File: config.mk
export PLATFORM = sky130hd
export DESIGN_NAME = bus_xcvr_reg
export DESIGN_NICKNAME = d
export VERILOG_FILES = /design/src/rtl/xcvr_pkg.sv /design/src/rtl/xcvr_route.sv /design/src/rtl/xcvr_lane_mux.sv /design/src/rtl/xcvr_edge_store.sv /design/src/rtl/bus_xcvr_reg.sv
export SDC_FILE = /design/constraint.sdc
export NUM_CORES = 1
export LEC_CHECK = 0
export BUFFER_PORTS_ARGS = -buffer_cell sky130_fd_sc_hd__buf_2
export CORE_MARGIN = 2
export CORE_UTILIZATION = 52
export DETAILED_ROUTE_END_ITERATION = 8
export HOLD_SLACK_MARGIN = 0.06
export PLACE_DENSITY = 0.84
export SETUP_SLACK_MARGIN = 0.02
export SLEW_MARGIN = 5
export SYNTH_ARGS = -nofsm -noshare
export SYNTH_HDL_FRONTEND = slang
export SYNTH_SLANG_ARGS = --single-unit
File: constraint.sdc
create_clock -name clk -period 2.7 [get_ports clk]
set_input_delay 0.27 -clock clk [delete_from_list [all_inputs] [get_ports clk]]
set_output_delay 0.27 -clock clk [all_outputs]
set_load 0.1 [all_outputs]
File: src/rtl/xcvr_pkg.sv
package xcvr_pkg;

    localparam int unsigned DEF_WIDTH = 8;

    // Drive decision for one direction of the channel.
    typedef struct packed {
        logic drive;      // output enable toward the far bus
        logic use_store;  // 1: register contents, 0: live opposite bus
    } dir_ctl_t;

    // Resolve one direction: a requested live path is overridden with
    // stored data whenever both directions are driving.
    function automatic dir_ctl_t resolve_dir(input logic enable,
                                             input logic want_store,
                                             input logic both_on);
        dir_ctl_t r;
        r.drive     = enable;
        r.use_store = want_store | both_on;
        return r;
    endfunction

endpackage

File: src/rtl/xcvr_route.sv
module xcvr_route
    import xcvr_pkg::*;
(
    input  logic     oe_ab,
    input  logic     oe_ba_n,
    input  logic     sel_ab,
    input  logic     sel_ba,
    output dir_ctl_t ab_ctl,
    output dir_ctl_t ba_ctl,
    output logic     loop_err
);

    logic ab_on;
    logic ba_on;
    logic both_on;

    always_comb begin
        ab_on    = oe_ab;
        ba_on    = ~oe_ba_n;
        both_on  = ab_on & ba_on;
        ab_ctl   = resolve_dir(ab_on, sel_ab, both_on);
        ba_ctl   = resolve_dir(ba_on, sel_ba, both_on);
        loop_err = both_on & (~sel_ab | ~sel_ba);
    end

endmodule

File: src/rtl/xcvr_lane_mux.sv
module xcvr_lane_mux #(
    parameter int unsigned W = 8
) (
    input  logic         use_store,
    input  logic [W-1:0] live_word,
    input  logic [W-1:0] held_word,
    output logic [W-1:0] out_word
);

    // One identical selector per bit lane.
    for (genvar i = 0; i < W; i++) begin : g_lane
        assign out_word[i] = use_store ? held_word[i] : live_word[i];
    end

endmodule

File: src/rtl/xcvr_edge_store.sv
module xcvr_edge_store #(
    parameter int unsigned W         = 8,
    parameter bit          HAS_RESET = 1'b1
) (
    input  logic         clk,
    input  logic         rst,
    input  logic         strobe,
    input  logic [W-1:0] d,
    output logic [W-1:0] q
);

    logic strobe_prev;
    logic fire;

    always_ff @(posedge clk) begin
        strobe_prev <= strobe;
    end

    assign fire = strobe & ~strobe_prev;

    if (HAS_RESET) begin : g_rst
        always_ff @(posedge clk) begin
            if (rst) begin
                q <= '0;
            end else if (fire) begin
                q <= d;
            end
        end
    end else begin : g_norst
        always_ff @(posedge clk) begin
            if (fire) begin
                q <= d;
            end
        end
    end

endmodule

File: src/rtl/bus_xcvr_reg.sv
module bus_xcvr_reg
    import xcvr_pkg::*;
#(
    parameter int unsigned W         = DEF_WIDTH,
    parameter bit          HAS_RESET = 1'b1
) (
    input  logic         clk,
    input  logic         rst,
    input  logic [W-1:0] a_in,
    input  logic [W-1:0] b_in,
    input  logic         cap_a,
    input  logic         cap_b,
    input  logic         sel_ab,
    input  logic         sel_ba,
    input  logic         oe_ab,
    input  logic         oe_ba_n,
    output logic [W-1:0] a_out,
    output logic         a_oe,
    output logic [W-1:0] b_out,
    output logic         b_oe,
    output logic         loop_err
);

    dir_ctl_t     ab_ctl;
    dir_ctl_t     ba_ctl;
    logic [W-1:0] a_q;
    logic [W-1:0] b_q;
    logic [W-1:0] bus_a_now;
    logic [W-1:0] bus_b_now;

    xcvr_route u_route (
        .oe_ab    (oe_ab),
        .oe_ba_n  (oe_ba_n),
        .sel_ab   (sel_ab),
        .sel_ba   (sel_ba),
        .ab_ctl   (ab_ctl),
        .ba_ctl   (ba_ctl),
        .loop_err (loop_err)
    );

    xcvr_lane_mux #(.W(W)) u_mux_ab (
        .use_store (ab_ctl.use_store),
        .live_word (a_in),
        .held_word (a_q),
        .out_word  (b_out)
    );

    xcvr_lane_mux #(.W(W)) u_mux_ba (
        .use_store (ba_ctl.use_store),
        .live_word (b_in),
        .held_word (b_q),
        .out_word  (a_out)
    );

    assign b_oe = ab_ctl.drive;
    assign a_oe = ba_ctl.drive;

    // Resolved bus value: what a real bus would carry this cycle.
    assign bus_a_now = a_oe ? a_out : a_in;
    assign bus_b_now = b_oe ? b_out : b_in;

    xcvr_edge_store #(.W(W), .HAS_RESET(HAS_RESET)) u_store_a (
        .clk    (clk),
        .rst    (rst),
        .strobe (cap_a),
        .d      (bus_a_now),
        .q      (a_q)
    );

    xcvr_edge_store #(.W(W), .HAS_RESET(HAS_RESET)) u_store_b (
        .clk    (clk),
        .rst    (rst),
        .strobe (cap_b),
        .d      (bus_b_now),
        .q      (b_q)
    );

endmodule

Word level (Yosys, flattened, before mapping)
Index checks and enable logic that the tools add are counted.

operators by class
  bitwise logic cells = 12
  mux-type cells = 18

operators by type and width
  operator          number
  2-to-1 mux 1 bit  16
  2-to-1 mux 8 bit  2
  inverter 1 bit    5
  AND 1 bit         4
  OR 1 bit          3

word-level totals
  bits in registers = 18
  input bits = 24
  output and inout port bits = 19

Logic depth before layout (Yosys ltp)
  word-level depth = 5
  mapped depth = 5
  gate-level depth less buffers = 3

By module
A second synthesis with hierarchy kept.

unflattened totals
  cell total of the unflattened synthesis = 113
  area, all modules = 1337.5 µm²

modules (own cells, without submodules)
  module           times used  area each (µm²)  sequential area each (µm²)  cells an instance
  xcvr_edge_store  2           379.1            180.2                       35
  bus_xcvr_reg     1           262.8            0.0                         18
  xcvr_lane_mux    2           131.4            0.0                         9
  xcvr_route       1           53.8             0.0                         7

Worst setup path after synthesis
OpenSTA, ideal clock, no wires.

  kind = in2out
  start point = input oe_ab
  end point = output loop_err
  cell stages on the path = 3
  arrival = 2943 ps
  required time = 2430 ps
  path slack = -513 ps
  cells stage by stage = buf_2 > nor2b_2 > a21boi_0

between the ends
  word-level cells in the longest chain between the ends = 2

ends and longest elaborated chain
  what             line                source
  start, declared  bus_xcvr_reg.sv:15  input logic oe_ab,
  AND 1 bit        xcvr_route.sv:20    both_on = ab_on & ba_on;
  AND 1 bit        xcvr_route.sv:23    loop_err = both_on & (~sel_ab | ~sel_ba);
  end, declared    bus_xcvr_reg.sv:21  output logic loop_err

No other way between the ends.

Worst setup path in the final report
  start point = input cap_b
  end point = register u_store_b.q[2]

between the ends
  word-level cells in the longest chain between the ends = 1

ends and longest elaborated chain
  what                  line                   source
  start, declared       bus_xcvr_reg.sv:12     input logic cap_b,
  AND 1 bit             xcvr_edge_store.sv:19  assign fire = strobe & ~strobe_prev;
  end signal, assigned  xcvr_edge_store.sv:24  q <= '0;
  end signal, assigned  xcvr_edge_store.sv:26  q <= d;
  end, declared         xcvr_edge_store.sv:9   output logic [W-1:0] q

No other way between the ends.
A chain may end at the register's enable or synchronous reset.

==> out/metrics.cfg <==
[yosys]
yosysUniqueCellTypes = 21
synth-seq-cells = 18
ys_warn_count = 0
mappedNetlistArea_um2 = 1155
yosys.area_share.xor_xnor = 0
synthAdderAreaFrac = 0
yosysSeqAreaShare = 0.3120
synthCells = 110
synth_mux_area_frac = 0.3727
synth-compound-area-share = 0.1235
syn_nets = 134
synth_simple_gate_area_frac = 0.1528
synth_top_family_by_area = multiplexers
syn_avg_cell_area_um2 = 10.50

[drt]
drcViolationCount = 0
dr.pass1.iters = 4
post_drt_via_cell_ratio = 5.561
wl_um = 2686
drt_iter0_drc = 24
dr_total_vias = 1001
post_drt_wl_per_cell_um = 14.92
postRouteAntennaNets = 0

[placed_design]
place.detailed.hpwl_um = 2008
io_buffers = 42
dp_slack_ps = 866.8
gp_congestion = 0.8244

[sta]
final_max_slew_viol_count = 0
min_period_ps = 1886
final.setup.worst_slack_ps = 814.0
fin_crit_sh = 0.6985
worst_slew_pin_slew_ps = 711.5
finalSetupViolations = 0
rsz0062_at_grt = no
relSlewSlack = 0.5247
hold_ws_ps = 82.80
finalHoldViolCount = 0
setup_tns_ps = 0
fmax_ghz = 0.5302
fin_worst_skew_ps = 12.26

[grt]
grt_remaining_overflow = 0
grt_max_degree = 13
grt_pass1_wl_um = 4188
grt_pass1_vias = 902
grt_use_total = 0.2178
antenna_found_initial = 0

[power]
vdd_drop_max_mv = 0.4013
leakagePower_nw = 0.6759
fin_total_pwr_mw = 0.7686
power_density_nw_per_um2 = 539.8

[layout]
area_growth_pct = 23.29
num-nets-final = 177
num_antenna_cells = 0
layout-drive-gt1-share = 0.4342

[setup_path]
crit_type = in -> reg
cp_data_required_time_ps = 2930
worst-path-max-fanout = 8
timing.rr.end = u_store_b.q[2]
cp-start-kind = input port
r2r_setup_slack_ps = 1090
end_kind = register
worstReg2RegStart = u_store_b.strobe_prev
critPathMaxStageDelay_ps = 570
worst_path_max_delay_cell = nor2b_1
path_cells = dlygate4sd3_1 -> buf_2 -> nor2b_1 -> nand3b_1 -> o22ai_1
arrival_ps = 2120
rr_worst_depth = 3

[clocking]
clkSlewWorstSetupHoldPaths_ps = 110
cts_resized = 0
htree_levels = 1
cts_buffer_depth = 2
numClockSinks = 18
cts_tree = done
cts_root_buffer = clkbuf_4
cts_made_buffers = 3
cts_setup_buffers = 0
clk-insertion-delay-late_ps = 320

[floorplan]
ios = 43
row_count = 17
die_w_um = 51.13
core_area_um2 = 2148
start_util = 0.5376
die-area_um2 = 2614
die_y_um = 51.13

[job]
max-cap-violations = 0

[worst_hold_path]
hp-class = in -> reg
whs_path_depth = 1
holdPathEnd = u_store_a.strobe_prev
min_from = cap_a

[run_status]
status = completed

==> critical path, delay by kind of cell <==
family                 cells  cell delay [ps]
AOI/OAI and AO/OA          1              220
buffers and inverters      2              620
and+or+nand+nor            2             1000
==> layout make-up <==
type                    instances  area [um2]
clock buffers                   4       36.28
fillers                       174       724.4
inverters                       2       7.507
multi-input cells              83       749.5
flip-flops and latches         18       360.3
well taps                      28       35.03
repair buffers                 45       235.2
==> report_power, final <==
part	switching, mW	internal [mW]
combinational	0.224	0.0776
clock	0.0988	0.0826
sequential	0.00788	0.278
total	0.330	0.438
==> cells by family (layout without fill, tap and decap cells) <==
kind of cell    count (synthesis)  after routing
compound gates                 18             18
buf+inv                         9             51
flops                          18             18
mux                            40             40
simple gates                   25             25
==> metrics by stage <==
| step | area, um2 | std cells | util |
|---|---|---|---|
| finish | 1424 | 180 | 0.6628 |
| detailed placement | 1378 | 175 | 0.6412 |
| global route | 1424 | 180 | 0.6628 |
| global placement | 1378 | 175 | 0.6412 |
| CTS | 1424 | 180 | 0.6628 |
| floorplan | 1155 | 110 | - |
==> what timing repair did <==
item	4_1_cts	5_1_grt
hold endpoints to repair	1	0
hold buffers	1	0
setup endpoints to repair	0	0
==> worst max-delay path by stage <==
stage                           to  depth (start not counted)  slack [ps]  start
finish              u_store_b.q[2]                          5         810  cap_b
global route        u_store_b.q[5]                          5         700  cap_b
CTS                 u_store_b.q[1]                          5         850  cap_b
detailed placement        a_out[3]                          5         870  oe_ab
global placement          b_out[0]                          5         910  oe_ab
floorplan                 loop_err                          3         220  oe_ab
==> cells in the final DEF (no fill, tap or decap) <==
master / count
clkbuf_4: 3
and3_1: 8
a21oi_1: 1
dlygate4sd3_1: 1
mux2i_1: 16
buf_4: 2
nand3b_1: 1
clkbuf_8: 1
a21boi_1: 1
mux2_1: 11
o22ai_1: 8
nor2b_1: 10
nor3b_2: 1
dfxtp_1: 18
nor2_2: 1
mux2_2: 13
inv_1: 2
a221o_1: 8
and2_1: 1
buf_2: 42
nor2_4: 2
nor2b_2: 1
==> synthesized netlist by cell type <==
cell,count,area (um2)
a21boi_0,1,7.510
a21oi_1,1,5.000
a221o_1,8,80.08
and2_1,1,6.260
and3_1,8,50.05
buf_2,2,10.01
buf_4,2,15.01
clkbuf_1,2,7.510
clkbuf_2,1,5.000
dfxtp_1,18,360.4
inv_1,2,7.510
mux2_1,11,123.9
mux2_2,13,146.4
mux2i_1,16,160.2
nand3b_1,1,7.510
nor2_2,1,6.260
nor2_4,2,22.52
nor2b_1,10,62.56
nor2b_2,1,8.760
nor3b_2,1,12.51
o22ai_1,8,50.05
==> layer usage <==
layer  vias to the layer above  wire, um  GRT usage  share of wire
met5                         -         0          0              0
met4                         0        48    0.09459          0.018
met3                         5       106    0.03509          0.039
met2                        26      1283     0.3463           0.48
met1                       468      1247     0.2901           0.46
li1                        502         -          -              -
==> flip-flops by register name, summed over array words and instances, names as in the netlist <==
| register | count |
|---|---|
| u_store_a.q | 8 |
| u_store_b.q | 8 |
| u_store_a.strobe_prev | 1 |
| u_store_b.strobe_prev | 1 |
No activity file was read; power rests on OpenSTA's default activity.
